**src/rtl/tod_pkg.sv**
```systemverilog
// tod_pkg: shared constants, slot numbering and BCD/binary helpers for the
// time-of-day update engine. Assumes fields never exceed 99 in value.
package tod_pkg;

    localparam int BYTE_W     = 8;
    localparam int VAL_W      = 7;
    localparam int NUM_FIELDS = 7;
    localparam int ADDR_W     = 4;

    localparam logic [ADDR_W-1:0] CTRL_ADDR = 4'd11;
    localparam int CTRL_FREEZE = 7;
    localparam int CTRL_BIN    = 2;
    localparam int CTRL_H24    = 1;
    localparam logic [BYTE_W-1:0] CTRL_RESET = 8'h02;

    typedef enum int {
        SL_SEC   = 0,
        SL_MIN   = 1,
        SL_HOUR  = 2,
        SL_WDAY  = 3,
        SL_MDAY  = 4,
        SL_MONTH = 5,
        SL_YEAR  = 6
    } slot_e;

    typedef enum logic [1:0] {
        PH_IDLE = 2'd0,
        PH_LEAD = 2'd1,
        PH_BUSY = 2'd2
    } phase_e;

    // Host address of each field slot.
    function automatic logic [ADDR_W-1:0] slot_addr(input int s);
        case (s)
            SL_SEC:   return 4'd0;
            SL_MIN:   return 4'd2;
            SL_HOUR:  return 4'd4;
            SL_WDAY:  return 4'd6;
            SL_MDAY:  return 4'd7;
            SL_MONTH: return 4'd8;
            default:  return 4'd9;
        endcase
    endfunction

    // Value of each field slot after reset (same in BCD and binary).
    function automatic logic [BYTE_W-1:0] slot_reset(input int s);
        case (s)
            SL_WDAY, SL_MDAY, SL_MONTH: return 8'h01;
            default:                    return 8'h00;
        endcase
    endfunction

    // Two BCD digits to a binary value: tens*8 + tens*2 + ones.
    function automatic logic [VAL_W-1:0] bcd_to_bin(input logic [BYTE_W-1:0] b);
        logic [BYTE_W-1:0] t;
        t = 8'({b[7:4], 3'b000}) + 8'({b[7:4], 1'b0}) + 8'(b[3:0]);
        return t[VAL_W-1:0];
    endfunction

    // Binary value 0..99 to two BCD digits.
    function automatic logic [BYTE_W-1:0] bin_to_bcd(input logic [VAL_W-1:0] v);
        logic [VAL_W-1:0] tens;
        logic [VAL_W-1:0] ones;
        tens = v / 7'd10;
        ones = v - tens * 7'd10;
        return {tens[3:0], ones[3:0]};
    endfunction

    // Length of a month; February is long when the year is a multiple of 4.
    function automatic logic [VAL_W-1:0] month_days(input logic [VAL_W-1:0] mon,
                                                    input logic [VAL_W-1:0] yr);
        case (mon)
            7'd2:                      return (yr[1:0] == 2'b00) ? 7'd29 : 7'd28;
            7'd4, 7'd6, 7'd9, 7'd11:   return 7'd30;
            default:                   return 7'd31;
        endcase
    endfunction

endpackage

```
**src/rtl/tod_uip_sequencer.sv**
```systemverilog
// tod_uip_sequencer: turns an accepted one-hertz tick into the update
// timeline. The flag rises on the edge that accepts the tick; the advance
// strobe is high in the LEAD_CYC-th flagged cycle; the flag falls BUSY_CYC
// cycles later together with a one-cycle end pulse. A freeze abandons the
// timeline at once. Assumes LEAD_CYC >= 1 and BUSY_CYC >= 1.
module tod_uip_sequencer
    import tod_pkg::*;
#(
    parameter int LEAD_CYC = 8,
    parameter int BUSY_CYC = 65
) (
    input  logic clk,
    input  logic rst_n,
    input  logic tick,
    input  logic freeze,
    output logic uip,
    output logic adv,
    output logic upd_end
);

    localparam int MAX_CYC = (LEAD_CYC > BUSY_CYC) ? LEAD_CYC : BUSY_CYC;
    localparam int CNT_W   = $clog2(MAX_CYC + 1);
    localparam logic [CNT_W-1:0] LEAD_LAST = CNT_W'(LEAD_CYC - 1);
    localparam logic [CNT_W-1:0] BUSY_LAST = CNT_W'(BUSY_CYC - 1);

    phase_e           phase_q;
    logic [CNT_W-1:0] cnt_q;

    // Advance strobe: last cycle of the warning window, unless frozen.
    assign adv = (phase_q == PH_LEAD) && (cnt_q == '0) && !freeze;

    // Phase, window counter, flag and end pulse.
    always_ff @(posedge clk) begin
        if (!rst_n) begin
            phase_q <= PH_IDLE;
            cnt_q   <= '0;
            uip     <= 1'b0;
            upd_end <= 1'b0;
        end else begin
            upd_end <= 1'b0;
            if (freeze) begin
                phase_q <= PH_IDLE;
                cnt_q   <= '0;
                uip     <= 1'b0;
            end else begin
                case (phase_q)
                    PH_IDLE: begin
                        if (tick) begin
                            phase_q <= PH_LEAD;
                            cnt_q   <= LEAD_LAST;
                            uip     <= 1'b1;
                        end
                    end
                    PH_LEAD: begin
                        if (cnt_q == '0) begin
                            phase_q <= PH_BUSY;
                            cnt_q   <= BUSY_LAST;
                        end else begin
                            cnt_q <= cnt_q - 1'b1;
                        end
                    end
                    PH_BUSY: begin
                        if (cnt_q == '0) begin
                            phase_q <= PH_IDLE;
                            uip     <= 1'b0;
                            upd_end <= 1'b1;
                        end else begin
                            cnt_q <= cnt_q - 1'b1;
                        end
                    end
                    default: begin
                        phase_q <= PH_IDLE;
                        uip     <= 1'b0;
                    end
                endcase
            end
        end
    end

    AST_START_NEEDS_TICK: assert property (@(posedge clk) disable iff (!rst_n)
        $rose(uip) |-> ($past(tick) && !$past(freeze))) else $error("flag rose without tick");
    AST_ADV_UNDER_UIP: assert property (@(posedge clk) disable iff (!rst_n)
        adv |-> uip) else $error("advance outside flag");
    AST_END_AFTER_UIP: assert property (@(posedge clk) disable iff (!rst_n)
        upd_end |-> (!uip && $past(uip))) else $error("end pulse misplaced");
    AST_FREEZE_HOLDS: assert property (@(posedge clk) disable iff (!rst_n)
        freeze |=> !uip) else $error("flag high while frozen");

endmodule

```
**src/rtl/tod_field_codec.sv**
```systemverilog
// tod_field_codec: converts one stored field byte to a binary value, and a
// next binary value back to the stored format (BCD or binary). For the hour
// field, bit 7 is the PM marker and is kept outside the number.
// Assumes values fit in 0..99.
module tod_field_codec
    import tod_pkg::*;
#(
    parameter bit IS_HOUR = 1'b0
) (
    input  logic [BYTE_W-1:0] raw,
    input  logic              bin_mode,
    input  logic [VAL_W-1:0]  nxt,
    input  logic              nxt_pm,
    output logic [VAL_W-1:0]  dec,
    output logic [BYTE_W-1:0] enc
);

    logic [BYTE_W-1:0] body;
    logic [BYTE_W-1:0] enc_body;

    // Decode the stored byte, stripping the PM marker on the hour field.
    always_comb begin
        body = IS_HOUR ? {1'b0, raw[6:0]} : raw;
        dec  = bin_mode ? body[VAL_W-1:0] : bcd_to_bin(body);
    end

    // Encode the next value, restoring the PM marker on the hour field.
    always_comb begin
        enc_body = bin_mode ? {1'b0, nxt} : bin_to_bcd(nxt);
        enc      = IS_HOUR ? {nxt_pm, enc_body[6:0]} : enc_body;
    end

endmodule

```
**src/rtl/tod_calendar_next.sv**
```systemverilog
// tod_calendar_next: from the present binary field values, computes the
// values one second later, with the full carry chain through the hour
// format, month length, leap year, year wrap and day of week.
// Purely combinational; assumes inputs are in range.
module tod_calendar_next
    import tod_pkg::*;
(
    input  logic             h24,
    input  logic [VAL_W-1:0] sec,
    input  logic [VAL_W-1:0] min,
    input  logic [VAL_W-1:0] hr,
    input  logic             pm,
    input  logic [VAL_W-1:0] wday,
    input  logic [VAL_W-1:0] mday,
    input  logic [VAL_W-1:0] month,
    input  logic [VAL_W-1:0] year,
    output logic [VAL_W-1:0] n_sec,
    output logic [VAL_W-1:0] n_min,
    output logic [VAL_W-1:0] n_hr,
    output logic             n_pm,
    output logic [VAL_W-1:0] n_wday,
    output logic [VAL_W-1:0] n_mday,
    output logic [VAL_W-1:0] n_month,
    output logic [VAL_W-1:0] n_year
);

    logic             c_min;
    logic             c_hr;
    logic             c_day;
    logic             c_mon;
    logic             c_yr;
    logic [VAL_W-1:0] days;

    // Seconds and minutes with their carries.
    always_comb begin
        c_min = (sec >= 7'd59);
        n_sec = c_min ? 7'd0 : sec + 7'd1;
        c_hr  = c_min && (min >= 7'd59);
        n_min = c_min ? (c_hr ? 7'd0 : min + 7'd1) : min;
    end

    // Hours in either format, giving the day carry.
    always_comb begin
        n_hr  = hr;
        n_pm  = h24 ? 1'b0 : pm;
        c_day = 1'b0;
        if (c_hr) begin
            if (h24) begin
                c_day = (hr >= 7'd23);
                n_hr  = c_day ? 7'd0 : hr + 7'd1;
            end else if (hr == 7'd11) begin
                n_hr  = 7'd12;
                n_pm  = !pm;
                c_day = pm;
            end else if (hr >= 7'd12) begin
                n_hr = 7'd1;
            end else begin
                n_hr = hr + 7'd1;
            end
        end
    end

    // Day of week, day of month, month and year.
    always_comb begin
        days    = month_days(month, year);
        c_mon   = c_day && (mday >= days);
        c_yr    = c_mon && (month >= 7'd12);
        n_wday  = c_day ? ((wday >= 7'd7) ? 7'd1 : wday + 7'd1) : wday;
        n_mday  = c_day ? (c_mon ? 7'd1 : mday + 7'd1) : mday;
        n_month = c_mon ? (c_yr ? 7'd1 : month + 7'd1) : month;
        n_year  = c_yr ? ((year >= 7'd99) ? 7'd0 : year + 7'd1) : year;
    end

    // Range guards on the wrapped fields.
    always_comb begin
        if (month >= 7'd1 && month <= 7'd12) begin
            AST_MONTH_RANGE: assert (n_month >= 7'd1 && n_month <= 7'd12)
                else $error("month out of range");
        end
        if (mday >= 7'd1 && mday <= days) begin
            AST_MDAY_RANGE: assert (n_mday >= 7'd1 && n_mday <= 7'd31)
                else $error("day of month out of range");
        end
    end

endmodule

```
**src/rtl/tod_update_engine.sv**
```systemverilog
// tod_update_engine: top of the time-of-day update engine. Holds the seven
// field bytes and the control byte, accepts host writes, and, on the
// sequencer's advance strobe, loads every field with its value one second
// later. A host write on the advance edge wins for its own field.
// Assumes tick_1hz is a single-cycle pulse synchronous to clk.
module tod_update_engine
    import tod_pkg::*;
#(
    parameter int LEAD_CYC = 8,
    parameter int BUSY_CYC = 65
) (
    input  logic              clk,
    input  logic              rst_n,
    input  logic              tick_1hz,
    input  logic              wr_en,
    input  logic [ADDR_W-1:0] wr_addr,
    input  logic [BYTE_W-1:0] wr_data,
    output logic [BYTE_W-1:0] sec_o,
    output logic [BYTE_W-1:0] min_o,
    output logic [BYTE_W-1:0] hour_o,
    output logic [BYTE_W-1:0] wday_o,
    output logic [BYTE_W-1:0] mday_o,
    output logic [BYTE_W-1:0] month_o,
    output logic [BYTE_W-1:0] year_o,
    output logic              uip_o,
    output logic              upd_end_o
);

    logic [NUM_FIELDS-1:0][BYTE_W-1:0] field_q;
    logic [NUM_FIELDS-1:0][VAL_W-1:0]  dec;
    logic [NUM_FIELDS-1:0][VAL_W-1:0]  nxt;
    logic [NUM_FIELDS-1:0][BYTE_W-1:0] enc;
    logic [BYTE_W-1:0]                 ctrl_q;
    logic                              freeze;
    logic                              bin_mode;
    logic                              h24;
    logic                              adv;
    logic                              cur_pm;
    logic                              nxt_pm;

    assign freeze   = ctrl_q[CTRL_FREEZE];
    assign bin_mode = ctrl_q[CTRL_BIN];
    assign h24      = ctrl_q[CTRL_H24];
    assign cur_pm   = field_q[SL_HOUR][7] & ~h24;

    // Control byte: loaded by the host only.
    always_ff @(posedge clk) begin
        if (!rst_n) begin
            ctrl_q <= CTRL_RESET;
        end else if (wr_en && (wr_addr == CTRL_ADDR)) begin
            ctrl_q <= wr_data;
        end
    end

    tod_uip_sequencer #(
        .LEAD_CYC(LEAD_CYC),
        .BUSY_CYC(BUSY_CYC)
    ) u_seq (
        .clk     (clk),
        .rst_n   (rst_n),
        .tick    (tick_1hz),
        .freeze  (freeze),
        .uip     (uip_o),
        .adv     (adv),
        .upd_end (upd_end_o)
    );

    tod_calendar_next u_next (
        .h24     (h24),
        .sec     (dec[SL_SEC]),
        .min     (dec[SL_MIN]),
        .hr      (dec[SL_HOUR]),
        .pm      (cur_pm),
        .wday    (dec[SL_WDAY]),
        .mday    (dec[SL_MDAY]),
        .month   (dec[SL_MONTH]),
        .year    (dec[SL_YEAR]),
        .n_sec   (nxt[SL_SEC]),
        .n_min   (nxt[SL_MIN]),
        .n_hr    (nxt[SL_HOUR]),
        .n_pm    (nxt_pm),
        .n_wday  (nxt[SL_WDAY]),
        .n_mday  (nxt[SL_MDAY]),
        .n_month (nxt[SL_MONTH]),
        .n_year  (nxt[SL_YEAR])
    );

    for (genvar g = 0; g < NUM_FIELDS; g++) begin : g_slot
        logic [BYTE_W-1:0] slot_q;
        logic              wr_hit;

        assign wr_hit     = wr_en && (wr_addr == slot_addr(g));
        assign field_q[g] = slot_q;

        tod_field_codec #(
            .IS_HOUR(g == SL_HOUR)
        ) u_codec (
            .raw      (slot_q),
            .bin_mode (bin_mode),
            .nxt      (nxt[g]),
            .nxt_pm   (nxt_pm),
            .dec      (dec[g]),
            .enc      (enc[g])
        );

        // Field byte: host write first, then the one-second advance.
        always_ff @(posedge clk) begin
            if (!rst_n) begin
                slot_q <= slot_reset(g);
            end else if (wr_hit) begin
                slot_q <= wr_data;
            end else if (adv) begin
                slot_q <= enc[g];
            end
        end
    end

    assign sec_o   = field_q[SL_SEC];
    assign min_o   = field_q[SL_MIN];
    assign hour_o  = field_q[SL_HOUR];
    assign wday_o  = field_q[SL_WDAY];
    assign mday_o  = field_q[SL_MDAY];
    assign month_o = field_q[SL_MONTH];
    assign year_o  = field_q[SL_YEAR];

    AST_SEC_QUIET: assert property (@(posedge clk) disable iff (!rst_n)
        (!uip_o && !(wr_en && wr_addr == 4'd0)) |=> $stable(sec_o)) else $error("seconds moved while idle");
    AST_MIN_WRITE: assert property (@(posedge clk) disable iff (!rst_n)
        (wr_en && wr_addr == 4'd2) |=> (min_o == $past(wr_data))) else $error("minute write lost");

endmodule

```
**config.mk**
```make
export PLATFORM = sky130hd
export DESIGN_NAME = tod_update_engine
export DESIGN_NICKNAME = d
export VERILOG_FILES = /design/src/rtl/tod_pkg.sv /design/src/rtl/tod_uip_sequencer.sv /design/src/rtl/tod_field_codec.sv /design/src/rtl/tod_calendar_next.sv /design/src/rtl/tod_update_engine.sv
export SDC_FILE = /design/constraint.sdc
export NUM_CORES = 1
export LEC_CHECK = 0
export ABC_CLOCK_PERIOD_IN_PS = 9800
export BUFFER_PORTS_ARGS = -buffer_cell sky130_fd_sc_hd__clkbuf_2
export CAP_MARGIN = 20
export CORE_MARGIN = 2
export CORE_UTILIZATION = 25
export CTS_CLUSTER_DIAMETER = 50
export DETAILED_ROUTE_END_ITERATION = 8
export PLACE_DENSITY_LB_ADDON = 0.1
export SLEW_MARGIN = 10
export SYNTH_ARGS = -nofsm -noshare
export SYNTH_HDL_FRONTEND = slang
export SYNTH_SLANG_ARGS = --single-unit
```
**constraint.sdc**
```tcl
create_clock -name clk -period 9.8 [get_ports clk]
set_input_delay 2.45 -clock clk [delete_from_list [all_inputs] [get_ports clk]]
set_output_delay 2.45 -clock clk [all_outputs]
set_load 0.005 [all_outputs]
```
==> impl_metrics.py <==
metrics = {
    "synth": {
        "synth_area_leaders": "dfxtp_1 16%, ha_1 11%, nor2_1 5.2%",
        "ys_seq_elements": 70,
        "yosys.area.top_type": "dfxtp_1",
        "ys_async_sr_fraction_pct": 0,
        "synth-seq-area-share_pct": 15.81,
        "synth-edff-count": 0,
        "avgSynthCellArea_um2": 7.503,
        "yosys_most_used_dff": "dfxtp_1",
        "synth.most_common_cell": "nor2_1",
        "syn_area_mm2": 0.008861,
        "synth_common_cells": "122 x nor2_1, 118 x nand2_1, 91 x o21ai_0",
        "synth_top_area_share_pct": 15.81,
        "yosys.cell_types.count": 88,
        "yosys_warnings": 0,
        "syn_inst": 1181,
        "synth_nets": 1298,
    },
    "floorplan": {
        "die_w_um": 192.3,
        "fp.dieArea_mm2": 0.03697,
        "io_pins": 74,
        "coreArea_mm2": 0.03471,
        "die_h_um": 192.3,
        "start_util_pct": 25.53,
        "rows": 68,
    },
    "outcome": {
        "outcome": "finished clean",
    },
    "setup_path": {
        "crit_type": "reg -> reg",
        "cp_max_fo": 10,
        "end_kind": "register",
        "arrival_ns": 8.78,
        "cp_slowest_cell": "or4_4",
        "required_ns": 10.06,
        "r2r_start": "month_o[6]",
        "worstRegToRegCells": 29,
        "crit_path_start_kind": "register",
        "r2r_slack_ns": 1.28,
        "r2r-end": "mday_o[3]",
        "max_stage_delay_ns": 0.58,
    },
    "pwr": {
        "power_leakage_nw": 3.960,
        "power.internal_w": 0.0007402,
        "cellPowerDensity_mw_per_mm2": 133.0,
        "seq_power_share_pct": 26.1,
        "peakVddDrop_mv": 0.08499,
        "pwr-share-comb_pct": 49.6,
        "p_total_w": 0.001313,
        "switchingPower_w": 0.0005725,
        "switching_share_pct": 43.61,
        "pwr-share-clk_pct": 24.3,
    },
    "global_routing": {
        "grt_max_degree": 49,
        "grt_pass1_vias": 8425,
        "antenna_found_initial": 0,
        "grt-ovfl-total": 0,
        "grt.total_usage_pct": 16.70,
        "grt_pass1_wl_mm": 48.33,
    },
    "sta": {
        "slew_headroom_pct": 33.92,
        "period_minus_slack_ns": 8.518,
        "slew_viol_final": 0,
        "setup_tns_ns": 0,
        "min_period_over_period_pct": 86.92,
        "skew_ns": 0.005748,
        "hold_viol": 0,
        "finalSetupViolations": 0,
        "worst-slew-pin-transition_ns": 0.9876,
        "fin_ws_ns": 1.282,
        "max_freq_mhz": 117.4,
        "rsz0062_at_grt": "no",
    },
    "place": {
        "dp_hpwl_mm": 22.74,
        "dp_slack_ns": 1.224,
        "io_buffers": 73,
        "gp_congestion": 0.8591,
    },
    "clocking": {
        "tritoncts": "built",
        "clkTransAtPathRegs_ns": 0.06,
        "cts.sinks": 70,
        "cts.hold.buffers_added": 0,
        "clk_latency_ns": 0.35,
        "cts_setup_buffers": 0,
        "root_buffer": "clkbuf_16",
        "cts_resized": 0,
        "clk_path_buf_depth": 2,
        "cts_inserted_buffers": 9,
        "htreeDepth": 3,
    },
    "route": {
        "route.detailed.drc": 0,
        "routedWlPerCell_um": 18.31,
        "vias": 8946,
        "first_pass_iters": 5,
        "wirelength_mm": 30.66,
        "drt_iter0_drc": 521,
        "via_per_inst": 5.341,
        "final_antenna_net_count": 0,
    },
    "hold_path": {
        "hold_depth": 2,
        "hp-class": "reg -> reg",
        "hold_path_startpoint": "u_seq.cnt_q[4]",
        "hold_end": "u_seq.cnt_q[4]",
    },
    "layout": {
        "final_layout_size_suffix_gt1_share_pct": 11.97,
        "antenna_cells": 0,
        "syn_to_final_growth_pct": 11.37,
        "final_nets": 1332,
    },
    "flow_run": {
        "drv_cap": 0,
    },
}
power groups by stage:
stage | Clock, W | Combinational (W) | Sequential, W
floorplan | 0 | 0.000497 | 0.000337
global placement | 0 | 0.000656 | 0.000350
detailed placement | 0 | 0.000649 | 0.000350
CTS | 0.000331 | 0.000653 | 0.000344
global route | 0.000339 | 0.000737 | 0.000347
finish | 0.000319 | 0.000651 | 0.000342
kinds of logic (layout without fill, tap and decap cells):
kind of cell | after synthesis | after routing | synth area share (%)
AO/OA/AOI/OAI | 374 | 374 | 28.82
XOR/XNOR | 30 | 30 | 2.965
adder cells (fa/ha/maj) | 103 | 103 | 16.27
buffers and inverters | 114 | 153 | 5.620
flip-flops | 70 | 70 | 15.81
multiplexers | 47 | 47 | 5.592
AND/OR/NAND/NOR | 443 | 443 | 24.92
state kept, by name, summed over array words and instances (netlist names):
signal,cells
mday_o,8
u_seq.uip,1
u_seq.phase_q,2
year_o,8
sec_o,8
u_seq.cnt_q,7
min_o,8
u_seq.upd_end,1
hour_o,8
month_o,8
ctrl_q,3
wday_o,8
area by class of cell:
cell class	count	area [um2]
clock buffers	9	225.2
clock inverters	7	50.05
fillers	3813	24850
inverters	54	203.9
multi-input cells	997	6974
flip-flops and latches	70	1405
well taps	455	569.3
repair buffers	83	440.4
worst max-delay path: cells and delay by family, from the launching register on:
kind / cells / cell delay [ns]
AO/OA/AOI/OAI: 10 / 2.43
AND/OR/NAND/NOR: 10 / 2.71
adder cells (fa/ha/maj): 6 / 2.20
multiplexers: 1 / 0.10
flip-flops: 1 / 0.49
XOR/XNOR: 2 / 0.48
cell usage in the layout (no fill, tap or decap), drive strengths merged, types with 15 or more instances in the layout:
master  count
a211oi     28
a21oi      74
a31oi      15
clkbuf     82
dfxtp      70
fa         21
ha         80
inv        54
mux2       17
mux2i      30
nand2     120
nand2b     16
nand3      42
nor2      122
nor2b      15
nor3       26
nor3b      15
o211ai     31
o21ai      99
xnor2      20
per-layer routing:
metal  vias up  GRT usage (%)  wire [um]
met3        30          2.673       1276
met4         0          4.022        549
met5         -              0          0
met2       164          27.67      14320
li1       4478              -          -
met1      4274          22.60      14520
how the worst max path moves through the flow:
stage / slack, ns / cells after the start / end / startpoint
2_1_floorplan: 2.13 / 30 / mday_o[3] / month_o[6]
3_3_place_gp: 1.47 / 29 / mday_o[3] / month_o[6]
3_5_place_dp: 1.22 / 29 / mday_o[3] / month_o[6]
4_1_cts: 1.23 / 29 / mday_o[3] / month_o[6]
5_1_grt: 0.66 / 29 / mday_o[3] / month_o[6]
6_report: 1.28 / 29 / mday_o[3] / month_o[6]
metrics by stage:
stage | instance area, um2 | hold slack (ns) | std cells | utilization (%)
floorplan | 8861 | 0.4493 | 1181 | -
global placement | 9593 | 0.4753 | 1659 | 27.63
detailed placement | 9593 | 0.4723 | 1659 | 27.63
CTS | 9868 | 0.4850 | 1675 | 28.43
global route | 9868 | 0.5427 | 1675 | 28.43
finish | 9868 | 0.4887 | 1675 | 28.43
No activity file was read; power rests on OpenSTA's default activity.
